===== src/rtl/freq_switch_pkg.sv =====
package freq_switch_pkg;
  localparam int REG_W = 32;

  localparam int IDX_CTRL = 0;
  localparam int IDX_MASK = 1;
  localparam int IDX_RFSH = 2;
  localparam int IDX_ODT  = 3;

  localparam int CB_START   = 0;
  localparam int CB_MODE    = 1;
  localparam int CB_BYPASS  = 4;
  localparam int CB_PADHOLD = 13;
  localparam int CB_BUFEN   = 15;

  typedef enum logic [2:0] {
    ST_IDLE, ST_WAIT_READY, ST_HOLD_PADS, ST_SWITCH, ST_COMMIT, ST_DONE
  } seq_state_t;

  function automatic logic [REG_W-1:0] pack_ctrl(input logic busy, input logic mode,
                                                 input logic bypass, input logic padhold,
                                                 input logic bufen);
    logic [REG_W-1:0] v;
    v = '0;
    v[CB_START]   = busy;
    v[CB_MODE]    = mode;
    v[CB_BYPASS]  = bypass;
    v[CB_PADHOLD] = padhold;
    v[CB_BUFEN]   = bufen;
    return v;
  endfunction

  function automatic logic [15:0] refi_of(input logic [REG_W-1:0] r);
    return r[31:16];
  endfunction

  function automatic logic [15:0] trfc_of(input logic [REG_W-1:0] r);
    return r[15:0];
  endfunction
endpackage


===== src/rtl/fs_ready_gate.sv =====
module fs_ready_gate #(
  parameter int N_MASTERS = 8
) (
  input  logic [N_MASTERS-1:0] rdy_i,
  input  logic [N_MASTERS-1:0] mask_i,
  output logic                 all_ready_o
);
  logic [N_MASTERS-1:0] ok;

  for (genvar g = 0; g < N_MASTERS; g++) begin : g_master
    assign ok[g] = rdy_i[g] | mask_i[g];
  end

  assign all_ready_o = &ok;
endmodule


===== src/rtl/fs_regs.sv =====
module fs_regs
  import freq_switch_pkg::*;
#(
  parameter int N_MASTERS = 8,
  parameter int ADDR_W    = 2
) (
  input  logic                 clk,
  input  logic                 rst_n,
  input  logic                 wr_i,
  input  logic [ADDR_W-1:0]    addr_i,
  input  logic [REG_W-1:0]     wdata_i,
  input  logic                 busy_i,
  input  logic                 commit_i,
  output logic [N_MASTERS-1:0] mask_o,
  output logic                 mode_o,
  output logic                 bypass_o,
  output logic                 padhold_en_o,
  output logic                 start_req_o,
  output logic                 direct_wr_o,
  output logic [REG_W-1:0]     rdata_o,
  output logic [REG_W-1:0]     live_rfsh_o,
  output logic [REG_W-1:0]     live_odt_o
);
  localparam logic [ADDR_W-1:0] A_CTRL = ADDR_W'(IDX_CTRL);
  localparam logic [ADDR_W-1:0] A_MASK = ADDR_W'(IDX_MASK);
  localparam logic [ADDR_W-1:0] A_RFSH = ADDR_W'(IDX_RFSH);
  localparam logic [ADDR_W-1:0] A_ODT  = ADDR_W'(IDX_ODT);

  logic                 mode_q, bypass_q, padhold_q, bufen_q;
  logic [N_MASTERS-1:0] mask_q;
  logic [REG_W-1:0]     sh_rfsh_q, sh_odt_q, lv_rfsh_q, lv_odt_q;
  logic                 ctrl_wr, rfsh_wr, odt_wr;

  assign ctrl_wr     = wr_i && (addr_i == A_CTRL) && !busy_i;
  assign rfsh_wr     = wr_i && (addr_i == A_RFSH);
  assign odt_wr      = wr_i && (addr_i == A_ODT);
  assign start_req_o = ctrl_wr && wdata_i[CB_START];
  assign direct_wr_o = !bufen_q && (rfsh_wr || odt_wr);

  always_ff @(posedge clk or negedge rst_n) begin
    if (!rst_n) begin
      mode_q    <= 1'b0;
      bypass_q  <= 1'b0;
      padhold_q <= 1'b0;
      bufen_q   <= 1'b0;
    end else if (ctrl_wr) begin
      mode_q    <= wdata_i[CB_MODE];
      bypass_q  <= wdata_i[CB_BYPASS];
      padhold_q <= wdata_i[CB_PADHOLD];
      bufen_q   <= wdata_i[CB_BUFEN];
    end
  end

  always_ff @(posedge clk or negedge rst_n) begin
    if (!rst_n) mask_q <= '0;
    else if (wr_i && addr_i == A_MASK) mask_q <= wdata_i[N_MASTERS-1:0];
  end

  always_ff @(posedge clk or negedge rst_n) begin
    if (!rst_n) begin
      sh_rfsh_q <= '0;
      sh_odt_q  <= '0;
    end else begin
      if (rfsh_wr) sh_rfsh_q <= wdata_i;
      if (odt_wr)  sh_odt_q  <= wdata_i;
    end
  end

  always_ff @(posedge clk or negedge rst_n) begin
    if (!rst_n) begin
      lv_rfsh_q <= '0;
      lv_odt_q  <= '0;
    end else begin
      if (commit_i) begin
        lv_rfsh_q <= sh_rfsh_q;
        lv_odt_q  <= sh_odt_q;
      end
      if (!bufen_q && rfsh_wr) lv_rfsh_q <= wdata_i;
      if (!bufen_q && odt_wr)  lv_odt_q  <= wdata_i;
    end
  end

  always_comb begin
    rdata_o = '0;
    case (addr_i)
      A_CTRL:  rdata_o = pack_ctrl(busy_i, mode_q, bypass_q, padhold_q, bufen_q);
      A_MASK:  rdata_o = REG_W'(mask_q);
      A_RFSH:  rdata_o = sh_rfsh_q;
      A_ODT:   rdata_o = sh_odt_q;
      default: rdata_o = '0;
    endcase
  end

  assign mask_o       = mask_q;
  assign mode_o       = mode_q;
  assign bypass_o     = bypass_q;
  assign padhold_en_o = padhold_q;
  assign live_rfsh_o  = lv_rfsh_q;
  assign live_odt_o   = lv_odt_q;
endmodule


===== src/rtl/fs_ctrl_fsm.sv =====
module fs_ctrl_fsm
  import freq_switch_pkg::*;
(
  input  logic clk,
  input  logic rst_n,
  input  logic start_req_i,
  input  logic all_ready_i,
  input  logic padhold_en_i,
  input  logic ack_i,
  output logic busy_o,
  output logic in_wait_o,
  output logic req_o,
  output logic pad_hold_o,
  output logic commit_o
);
  seq_state_t state_q, state_d;

  always_comb begin
    state_d = state_q;
    case (state_q)
      ST_IDLE:       if (start_req_i) state_d = ST_WAIT_READY;
      ST_WAIT_READY: if (all_ready_i) state_d = padhold_en_i ? ST_HOLD_PADS : ST_SWITCH;
      ST_HOLD_PADS:  state_d = ST_SWITCH;
      ST_SWITCH:     if (ack_i) state_d = ST_COMMIT;
      ST_COMMIT:     state_d = ST_DONE;
      ST_DONE:       state_d = ST_IDLE;
      default:       state_d = ST_IDLE;
    endcase
  end

  always_ff @(posedge clk or negedge rst_n) begin
    if (!rst_n) state_q <= ST_IDLE;
    else        state_q <= state_d;
  end

  assign busy_o     = (state_q != ST_IDLE);
  assign in_wait_o  = (state_q == ST_WAIT_READY);
  assign req_o      = (state_q == ST_SWITCH);
  assign commit_o   = (state_q == ST_COMMIT);
  assign pad_hold_o = padhold_en_i && ((state_q == ST_HOLD_PADS) ||
                                       (state_q == ST_SWITCH) ||
                                       (state_q == ST_COMMIT));
endmodule


===== src/rtl/freq_switch_seq.sv =====
module freq_switch_seq
  import freq_switch_pkg::*;
#(
  parameter int N_MASTERS = 8,
  parameter int ADDR_W    = 2
) (
  input  logic                 clk,
  input  logic                 rst_n,
  input  logic                 reg_wr_i,
  input  logic [ADDR_W-1:0]    reg_addr_i,
  input  logic [31:0]          reg_wdata_i,
  output logic [31:0]          reg_rdata_o,
  input  logic [N_MASTERS-1:0] master_rdy_i,
  output logic                 clk_sw_req_o,
  input  logic                 clk_sw_ack_i,
  output logic                 sw_mode_o,
  output logic                 sw_bypass_o,
  output logic                 pad_hold_o,
  output logic                 apply_n_o,
  output logic [31:0]          live_rfsh_o,
  output logic [31:0]          live_odt_o,
  output logic [15:0]          refi_o,
  output logic [15:0]          trfc_o
);
  logic [N_MASTERS-1:0] mask_w;
  logic busy_w, in_wait_w, commit_w, start_req_w, direct_wr_w, all_ready_w, padhold_en_w;
  logic wait_blocked_w;

  fs_regs #(.N_MASTERS(N_MASTERS), .ADDR_W(ADDR_W)) regs_i (
    .clk(clk), .rst_n(rst_n), .wr_i(reg_wr_i), .addr_i(reg_addr_i), .wdata_i(reg_wdata_i),
    .busy_i(busy_w), .commit_i(commit_w), .mask_o(mask_w), .mode_o(sw_mode_o),
    .bypass_o(sw_bypass_o), .padhold_en_o(padhold_en_w), .start_req_o(start_req_w),
    .direct_wr_o(direct_wr_w), .rdata_o(reg_rdata_o), .live_rfsh_o(live_rfsh_o),
    .live_odt_o(live_odt_o)
  );

  fs_ready_gate #(.N_MASTERS(N_MASTERS)) gate_i (
    .rdy_i(master_rdy_i), .mask_i(mask_w), .all_ready_o(all_ready_w)
  );

  fs_ctrl_fsm fsm_i (
    .clk(clk), .rst_n(rst_n), .start_req_i(start_req_w), .all_ready_i(all_ready_w),
    .padhold_en_i(padhold_en_w), .ack_i(clk_sw_ack_i), .busy_o(busy_w),
    .in_wait_o(in_wait_w), .req_o(clk_sw_req_o), .pad_hold_o(pad_hold_o),
    .commit_o(commit_w)
  );

  assign apply_n_o      = !commit_w;
  assign wait_blocked_w = in_wait_w && !all_ready_w;
  assign refi_o         = refi_of(live_rfsh_o);
  assign trfc_o         = trfc_of(live_rfsh_o);
endmodule


===== config.mk =====
export PLATFORM = sky130hd
export DESIGN_NAME = freq_switch_seq
export DESIGN_NICKNAME = d
export VERILOG_FILES = /design/src/rtl/freq_switch_pkg.sv /design/src/rtl/fs_ready_gate.sv /design/src/rtl/fs_regs.sv /design/src/rtl/fs_ctrl_fsm.sv /design/src/rtl/freq_switch_seq.sv
export SDC_FILE = /design/constraint.sdc
export NUM_CORES = 1
export LEC_CHECK = 0
export ABC_AREA = 1
export BUFFER_PORTS_ARGS = -buffer_cell sky130_fd_sc_hd__buf_2
export CAP_MARGIN = 10
export CORE_ASPECT_RATIO = 0.5
export CORE_MARGIN = 1
export CORE_UTILIZATION = 25
export CTS_CLUSTER_SIZE = 28
export DETAILED_ROUTE_END_ITERATION = 12
export PLACE_DENSITY = 0.4
export SYNTH_ARGS = -nofsm -noshare
export SYNTH_HDL_FRONTEND = slang
export SYNTH_SLANG_ARGS = --single-unit

===== constraint.sdc =====
create_clock -name clk -period 3.68 [get_ports clk]
set_input_delay 0.368 -clock clk [delete_from_list [all_inputs] [get_ports clk]]
set_output_delay 0.368 -clock clk [all_outputs]
set_load 0.02 [all_outputs]

==> out/results.ini, run 1 <==
[setup_path]
critPathKind=reg -> out
crit_fanout=69
startpoint_type=flop
worstSetupEndpointType=output port
worst_ep_arrival_time_ps=1970
required_ps=3310

[synth]
synth_mux_area_share_pct=0.497
synth_xor_area_share_pct=0
synth_top_family_by_area=compound AO/OA/AOI/OAI gates
ys_seq_area_share_pct=52.6
yosysUniqueCellTypes=27
synthTopCellsByArea=dfrtp_1, o21ai_0, nand2_1
synthAdderAreaFrac_pct=0
ys_ff_latch=143
synth_warnings=0
synthesis.area_mm2=0.00680
avgSynthCellArea_um2=8.42
synth_top_area_cell=dfrtp_1
synth_compound_area_share_pct=18.6
netlist.area_leader.share_pct=52.6
synthCells=808
synthesis.nets=854
synth-simple-area-share_pct=16.6

[die]
die_area_mm2=0.0279
initial_core_util_pct=25.6
fp-row-count=42
core_area_mm2=0.0266
die_y_um=119
ioPinCount=179
die_w_um=235

[placed_design]
dp_hpwl_um=15100
numPortBuffers=178
routabilityCongestion=0.816
dp.cells=1272

[cts]
h-tree-depth=4
cts_max_path_buffers=2
clk_pin_slew_ps=60
cts_tree=yes
cts_setup_buffers=0
cts_root_buffer=clkbuf_16
numCtsBuffers=17
cts_resized=0
clk_latency_ps=440
clock_sinks=143
postCtsHoldBufs=0

[finish]
final_common_cell=buf_2
nets=985
layout_common_cells=buf_2, nand2_1, dfrtp_1
drive_gt1_share_pct=26.5
diodes=0
stdcell_count=1303
area_delta_synth_final_pct=23.3

[global_route]
grt_antenna_before_repair=0
grt_max_degree=83
overflow=0
grt_pass1_vias=5732
grt_pass1_wl_um=33700
grt_util_all_layers_pct=16.1

[sta]
fin_crit_sh_pct=63.5
fin_worst_skew_ps=6.88
rsz0062_at_grt=no
slew_headroom_pct=29.3
timing.hold.ws_ps=-16.4
layout_min_cycle_time_ps=2340
setup_viol_count_final=0
worst_pin_slew_ps=1060
fmax_ghz=0.428
hold_viol=11
drv_slew=0
finalSetupTns_ps=0

[power]
power_density_mw_per_mm2=791
irDropWorstVdd_mv=0.354
p_leak_nw=4.21
p_total_mw=6.64

[hold_path]
min_path_type=in -> async

[route]
drt-pass1-iter-count=5
drtIter0Drc=395
route.detailed.drc=0
vias_per_cell=4.47
totalWireLength_um=21500
vias=5827
wl_per_cell_um=16.5
antenna_left=0

[status]
status=finished with violations
violations=hold timing

[flow_run]
drv_cap=0

-- area by class of cell --
type,instances,area [um2]
fill,2860,18200
sequential,143,3580
multi-input combinational,496,2440
timing repair buffer,189,992
clock buffer,21,480
tap,352,440
inverter,92,345
clock inverter,10,111
-- sequential cells by signal, summed over array words and instances, names as in the netlist --
name,flops
regs_i.live_odt_o,32
regs_i.sh_rfsh_q,32
regs_i.padhold_en_o,1
regs_i.sh_odt_q,32
regs_i.bypass_o,1
regs_i.mask_o,8
regs_i.mode_o,1
regs_i.bufen_q,1
fsm_i.state_q,3
regs_i.live_rfsh_o,32
-- cells in the mapped netlist --
cell       instances
o22ai_1            6
nor2_8             1
nand2_2            1
nor2_2             1
a31oi_1            2
o2111ai_1          2
o221ai_1           7
inv_2              3
a21oi_1           44
buf_1              4
nor2_1            73
clkbuf_1          26
buf_6              3
o21ai_0          128
nor3_1             2
nand2_4            1
inv_1             89
mux2_2             3
nor2_4             1
nand3_1           34
o211ai_2          19
a22oi_1            4
buf_4             32
nand2_1          166
dfrtp_1          143
a21boi_0           1
buf_2             12
-- critical path, cell delays in order, from the launching register on --
cell	delay, ps
dfrtp_1	420
nor2_1	110
nand2_2	90
buf_4	550
a21oi_1	150
buf_2	200
-- kinds of logic after synthesis --
| group | Yosys count |
|---|---|
| DFF | 143 |
| buffers and inverters | 169 |
| and+or+nand+nor | 280 |
| AOI/OAI and AO/OA | 213 |
| muxes | 3 |
-- layer usage --
layer / up-vias / GRT usage (%) / share of wire [%] / routed length, um
met5: - / 0 / 0 / 0
met4: 0 / 5.47 / 1.2 / 269
met1: 2863 / 20.3 / 46 / 9860
met2: 100 / 27.6 / 50 / 10800
li1: 2845 / - / - / -
met3: 19 / 3.11 / 2.9 / 632
-- final timing paths --
kind / start / endpoint / slack [ps] / depth (start not counted)
worst min-delay path: rst_n / regs_i.live_rfsh_o[7]$_DFFE_PN0P_ / -20 / 1
worst max-delay path: fsm_i.state_q[1]$_DFFE_PN0P_ / pad_hold_o / 1340 / 5
min in group clk: reg_wdata_i[2] / regs_i.sh_odt_q[2]$_DFFE_PN0N_ / 180 / 3
max in group asynchronous: rst_n / regs_i.sh_odt_q[8]$_DFFE_PN0N_ / 2770 / 2
worst max register to register: regs_i.bufen_q$_DFFE_PN0P_ / regs_i.live_rfsh_o[1]$_DFFE_PN0P_ / 1860 / 4
worst min register to register: regs_i.mask_o[7]$_DFFE_PN0P_ / regs_i.mask_o[7]$_DFFE_PN0P_ / 480 / 2
-- per-stage QoR --
step	hold WS, ps	cell area (um2)	util [%]	setup WS [ps]
after floorplan	72.4	6800	-	1920
after global placement	469	7800	29.3	1340
after detailed placement	474	7800	29.3	1280
after CTS	16.8	8390	31.6	1260
after global routing	52.9	8390	31.6	1190
final	-16.4	8390	31.6	1340
-- power by group --
part	internal (mW)	switching (mW)	leakage, nW
sequential	2.08	0.382	1.71
combinational	0.808	1.61	2.21
clock	1.06	0.692	0.287
total	3.95	2.69	4.21
Power figures use the tool's default switching activity.
==> inputs of run 2 (changes only) <==
--- a/config.mk
+++ b/config.mk
@@ -13,7 +13,7 @@
 export CORE_UTILIZATION = 25
 export CTS_CLUSTER_SIZE = 28
 export DETAILED_ROUTE_END_ITERATION = 12
-export PLACE_DENSITY = 0.4
+export PLACE_DENSITY = 0.41
 export SYNTH_ARGS = -nofsm -noshare
 export SYNTH_HDL_FRONTEND = slang
 export SYNTH_SLANG_ARGS = --single-unit
==> constraint.sdc (replaced) <==
create_clock -name clk -period 1.9 [get_ports clk]
set_input_delay 0.19 -clock clk [delete_from_list [all_inputs] [get_ports clk]]
set_output_delay 0.19 -clock clk [all_outputs]
set_load 0.02 [all_outputs]
==> run 2 against run 1 <==
Effect of this change: the flow now finishes without violations; utilization is 1.2 points higher; die area stayed put; design area is 3.7% higher; sequential share of layout area is 1.5 points lower; first-iteration DRC count is 4.8% higher; combinational power is 100% higher; register-to-register slack worse by 1700 ps; highest routed layer unchanged.
==> out/results.ini, run 2 (synthesized netlist as in run 1, its figures left out) <==
[setup_path]
crit_chain=nor2_4 -> nand2_4 -> buf_12 -> a21oi_2 -> buf_4
crit_fanout=18  ; -74%
required_ps=1710  ; -1600 ps
worstSetupEndpointType=output port
cp.buffers_inverters=2  ; unchanged
cp_slowest_cell=dfrtp_2
max_stage_delay_ps=440  ; -110 ps
critPathKind=reg -> out
startpoint_type=flop
worst_ep_arrival_time_ps=1610  ; -360 ps
path_delay_family=flip-flops

[route]
vias_per_cell=4.52  ; +0.97%
drt-pass1-iter-count=5  ; unchanged
antenna_left=0  ; unchanged
totalWireLength_um=22800  ; +5.8%
wl_per_cell_um=17.3  ; +4.5%
vias=5960  ; +2.3%
drtIter0Drc=414  ; +4.8%
route.detailed.drc=0  ; unchanged

[global_route]
overflow=0  ; unchanged
grt_pass1_vias=5956  ; +3.9%
grt_max_degree=65  ; -22%
grt_antenna_before_repair=0  ; unchanged
grt_util_all_layers_pct=16.6  ; +0.52 points
grt_pass1_wl_um=34900  ; +3.6%

[placed_design]
dp.cells=1278  ; +0.47%
post-place-ws_ps=124  ; -1160 ps
numPortBuffers=178  ; unchanged
placed_area_mm2=0.00791  ; +1.4%
routabilityCongestion=0.839  ; +2.7%
dp_hpwl_um=15600  ; +3.4%

[die]
core_area_mm2=0.0266  ; unchanged
initial_core_util_pct=25.6  ; unchanged
ioPinCount=179  ; unchanged
die_w_um=235  ; unchanged
die_area_mm2=0.0279  ; unchanged
fp-row-count=42  ; unchanged
die_y_um=119  ; unchanged

[sta]
setup_viol_count_final=0  ; unchanged
fin_crit_sh_pct=94.5
fin_worst_skew_ps=6.31  ; -0.572 ps
timing.hold.ws_ps=14.6  ; +31.1 ps
drv_slew=0  ; unchanged
rsz0062_at_grt=no
worst_slack_ps=105  ; -1240 ps
layout_min_cycle_time_ps=1800
fmax_ghz=0.557
hold_viol=0  ; -11
slew_headroom_pct=59.1  ; +30 points
worst_pin_slew_ps=613  ; -446 ps
finalSetupTns_ps=0  ; unchanged

[power]
p_leak_nw=4.37  ; +3.7%
p_total_mw=13.4  ; +100%
irDropWorstVdd_mv=0.606  ; +71%
power_density_mw_per_mm2=1530  ; +94%

[finish]
final_util_pct=32.7  ; +1.2 points
nets=1002  ; +1.7%
drive_gt1_share_pct=27.4  ; +0.88 points
layout_common_cells=buf_2, nand2_1, dfrtp_1
area_delta_synth_final_pct=28.0
diodes=0  ; unchanged
stdcell_count=1320  ; +1.3%
final_common_cell=buf_2
postLayoutCellArea_mm2=0.00870  ; +3.7%

[cts]
cts_max_path_buffers=2  ; unchanged
clk_latency_ps=430  ; about the same
h-tree-depth=4  ; unchanged
clock_sinks=143  ; unchanged
cts_tree=yes
clk_pin_slew_ps=60  ; about the same
numCtsBuffers=17  ; unchanged
cts_root_buffer=clkbuf_16

[hold_path]
min_path_type=in -> reg

[status]
status=finished, final reports clean

[flow_run]
drv_cap=0  ; unchanged

[run 2: repair_timing]
action                                 4_1_cts  5_1_grt
setup endpoints to repair                    1        2
endpoints found under the hold margin       36        0
setup buffers                                0        2
gates resized for setup                      6        2
hold buffers                                 7        0
pin swaps                                    0        1
cloned                                       1        1
[run 2: worst register-to-register path, cell delays in order (launching register included)]
cell and delay, ps:
dfrtp_1 470, nand2_4 190, inv_2 60, nor2_2 380, buf_4 340, nand2_1 120
o211ai_2 80
[run 2: area by class of cell]
cell class              instances  area (um2)
clock buffers                  22         474
well taps                     352         440
repair buffers                206        1240
flip-flops and latches        143        3580
clock inverters                 9         158
multi-input cells             496        2460
fillers                      2826       17900
inverters                      92         345
[run 2: report_power, final]
part           internal, mW  switching [mW]
clock network          2.30            1.36
logic                  1.70            3.23
registers              4.03           0.734
total                  8.03            5.33
[run 2: final timing paths]
check / from / endpoint / slack (ps) / cells after the start
worst max-delay path: fsm_i.state_q[0]$_DFFE_PN0P_ / pad_hold_o / 100 / 5
worst min-delay path: reg_wdata_i[12] / regs_i.sh_odt_q[12]$_DFFE_PN0N_ / 10 / 3
worst max register to register: fsm_i.state_q[2]$_DFFE_PN0P_ / regs_i.live_rfsh_o[31]$_DFFE_PN0P_ / 190 / 6
worst min register to register: regs_i.mask_o[2]$_DFFE_PN0P_ / regs_i.mask_o[2]$_DFFE_PN0P_ / 490 / 2
max in group asynchronous: rst_n / regs_i.sh_odt_q[22]$_DFFE_PN0N_ / 1020 / 3
min in group asynchronous: rst_n / regs_i.live_rfsh_o[6]$_DFFE_PN0P_ / 220 / 2
[run 2: metal layers]
metal	wire length, um	GRT usage, %	part of all wire, %
met1	10200	20.9	45
met2	11200	28.3	49
met3	916	3.20	4.0
met4	411	6.13	1.8
met5	0	0	0
==> inputs of run 3 (changes only) <==
==> constraint.sdc (replaced) <==
create_clock -name clk -period 1.6 [get_ports clk]
set_input_delay 0.16 -clock clk [delete_from_list [all_inputs] [get_ports clk]]
set_output_delay 0.16 -clock clk [all_outputs]
set_load 0.02 [all_outputs]
==> run 3 against run 2 <==
Effect of this change: the run now ends with setup timing left; power rose by 20%; utilization rose by 1.5 points; critical path depth did not move; first-iteration DRC count fell by 13%; via count rose by 0.17%; clock skew rose by 4.5 ps; worst hold slack got worse by 3.6 ps; final cell count rose by 2.4%; sequential share of layout area fell by 1.8 points; die area did not move; register-to-register slack got worse by 80 ps; critical path type unchanged; largest power group unchanged.
==> out/results.ini, run 3 (synthesized netlist as in run 1, its figures left out) <==
[finish]
final_common_cell=buf_2
stdcell_count=1352  ; +2.4%
area_delta_synth_final_pct=33.8
diodes=0  ; unchanged
layout_common_cells=buf_2, nand2_1, dfrtp_1
drive_gt1_share_pct=28.9  ; +1.5 points
nets=1034  ; +3.2%

[route]
vias=5970  ; +0.17%
totalWireLength_um=22500  ; -1.2%
wl_per_cell_um=16.6  ; -3.5%
vias_per_cell=4.42  ; -2.2%
drtIter0Drc=362  ; -13%
drt-pass1-iter-count=4  ; -1
route.detailed.drc=0  ; unchanged
antenna_left=0  ; unchanged

[setup_path]
startpoint_type=flop
reg2reg_to=regs_i.live_rfsh_o[30]$_DFFE_PN0P_
cp_slowest_cell=dfrtp_1
required_ps=1440  ; -270 ps
worst_ep_arrival_time_ps=1460  ; -150 ps
rr_startpoint=fsm_i.state_q[1]$_DFFE_PN0P_
max_stage_delay_ps=410  ; -30 ps
crit_fanout=4  ; -14
crit_top_cell=buf_6
crit_chain=nor2_4 -> nand2_4 -> buf_6 -> a21oi_4 -> buf_6
worstSetupEndpointType=output port
critPathKind=reg -> out
rr_worst_depth=6  ; unchanged
path_delay_family=flip-flops
cp.buffers_inverters=2  ; unchanged
r2r_setup_slack_ps=110  ; -80 ps

[global_route]
grt_pass1_wl_um=35500  ; +1.7%
grt_max_degree=61  ; -6.2%
grt_antenna_before_repair=0  ; unchanged
overflow=0  ; unchanged
grt_pass1_vias=6197  ; +4.0%
grt_util_all_layers_pct=16.7  ; +0.11 points

[hold_path]
min_from=reg_wdata_i[25]
holdPathStages=3  ; unchanged
whs_endpoint=regs_i.sh_odt_q[25]$_DFFE_PN0N_
min_path_type=in -> reg

[cts]
clk_pin_slew_ps=60  ; about the same
cts_root_buffer=clkbuf_16
h-tree-depth=4  ; unchanged
cts_max_path_buffers=2  ; unchanged
cts_tree=yes
numCtsBuffers=17  ; unchanged
clk_latency_ps=430  ; about the same
clock_sinks=143  ; unchanged

[sta]
layout_min_cycle_time_ps=1620
worst_pin_slew_ps=527  ; -86.3 ps
rsz0062_at_grt=yes
slew_headroom_pct=64.9  ; +5.8 points
fmax_ghz=0.617
fin_worst_skew_ps=10.8  ; +4.47 ps
fin_crit_sh_pct=101
drv_slew=0  ; unchanged
worst_slack_ps=-20.8  ; -126 ps
hold_viol=0  ; unchanged
setup_viol_count_final=3  ; +3

[power]
p_total_mw=16.1  ; +20%
irDropWorstVdd_mv=0.698  ; +15%
power_density_mw_per_mm2=1770  ; +15%
p_leak_nw=4.55  ; +4.2%

[status]
violations=setup timing
status=finished with violations

[flow_run]
drv_cap=0  ; unchanged

[die]
core_area_mm2=0.0266  ; unchanged
fp-row-count=42  ; unchanged
ioPinCount=179  ; unchanged
die_w_um=235  ; unchanged
initial_core_util_pct=25.6  ; unchanged
die_y_um=119  ; unchanged
die_area_mm2=0.0279  ; unchanged

[placed_design]
post-place-ws_ps=52.6  ; -71.8 ps
numPortBuffers=178  ; unchanged
routabilityCongestion=0.838  ; about the same
dp_hpwl_um=16000  ; +2.6%
dp.cells=1294  ; +1.3%

[run 3: worst min-delay path, stage by stage]
cell     delay (ps)
buf_2           120
nand2_1          50
o21ai_0          60
[run 3: worst max path at each step]
stage	start	cells after the start	to	slack, ps
floorplan	fsm_i.state_q[1]$_DFFE_PN0P_	4	pad_hold_o	50
global placement	reg_addr_i[0]	6	reg_rdata_o[19]	40
detailed placement	fsm_i.state_q[1]$_DFFE_PN0P_	6	regs_i.live_rfsh_o[23]$_DFFE_PN0P_	50
CTS	fsm_i.state_q[0]$_DFFE_PN0P_	5	pad_hold_o	-60
global route	fsm_i.state_q[1]$_DFFE_PN0P_	5	pad_hold_o	-90
finish	fsm_i.state_q[1]$_DFFE_PN0P_	5	pad_hold_o	-20
[run 3: what timing repair did]
item                                   CTS  global route
pin swaps                                3             4
cloned                                   1             0
hold buffers                            21             0
resized for setup                       17            14
setup endpoints to repair                4            41
endpoints found under the hold margin   53             0
setup buffers                            3             2
[run 3: stage by stage]
step                      TNS (ps)  instance area [um2]  hold WS, ps  util [%]
after floorplan                  0                 6800         -136         -
after global placement           0                 8090          108      30.4
after detailed placement         0                 8090          111      30.4
after CTS                     -103                 9040         1.32      34.0
after global routing          -229                 9100         6.61      34.2
final                        -28.3                 9100         11.1      34.2
[run 3: layout make-up]
class / count / area, um2
multi-input combinational: 496 / 2500
sequential: 143 / 3580
fill: 2801 / 17500
inverter: 92 / 345
tap: 352 / 440
timing repair buffer: 238 / 1600
clock buffer: 21 / 470
clock inverter: 10 / 160
[run 3: where the power goes]
part / switching [mW] / internal (mW)
clock: 1.59 / 2.72
sequential: 0.871 / 4.79
combinational: 3.91 / 2.21
total: 6.37 / 9.72
[run 3: routing by layer]
metal	GRT usage, %	wire length (um)	up-vias	part of all wire [%]
met5	0	0	-	0
met4	4.21	222	0	0.99
met3	3.55	643	13	2.9
met2	29.0	11400	102	50
met1	21.2	10300	2895	46
li1	-	-	2960	-
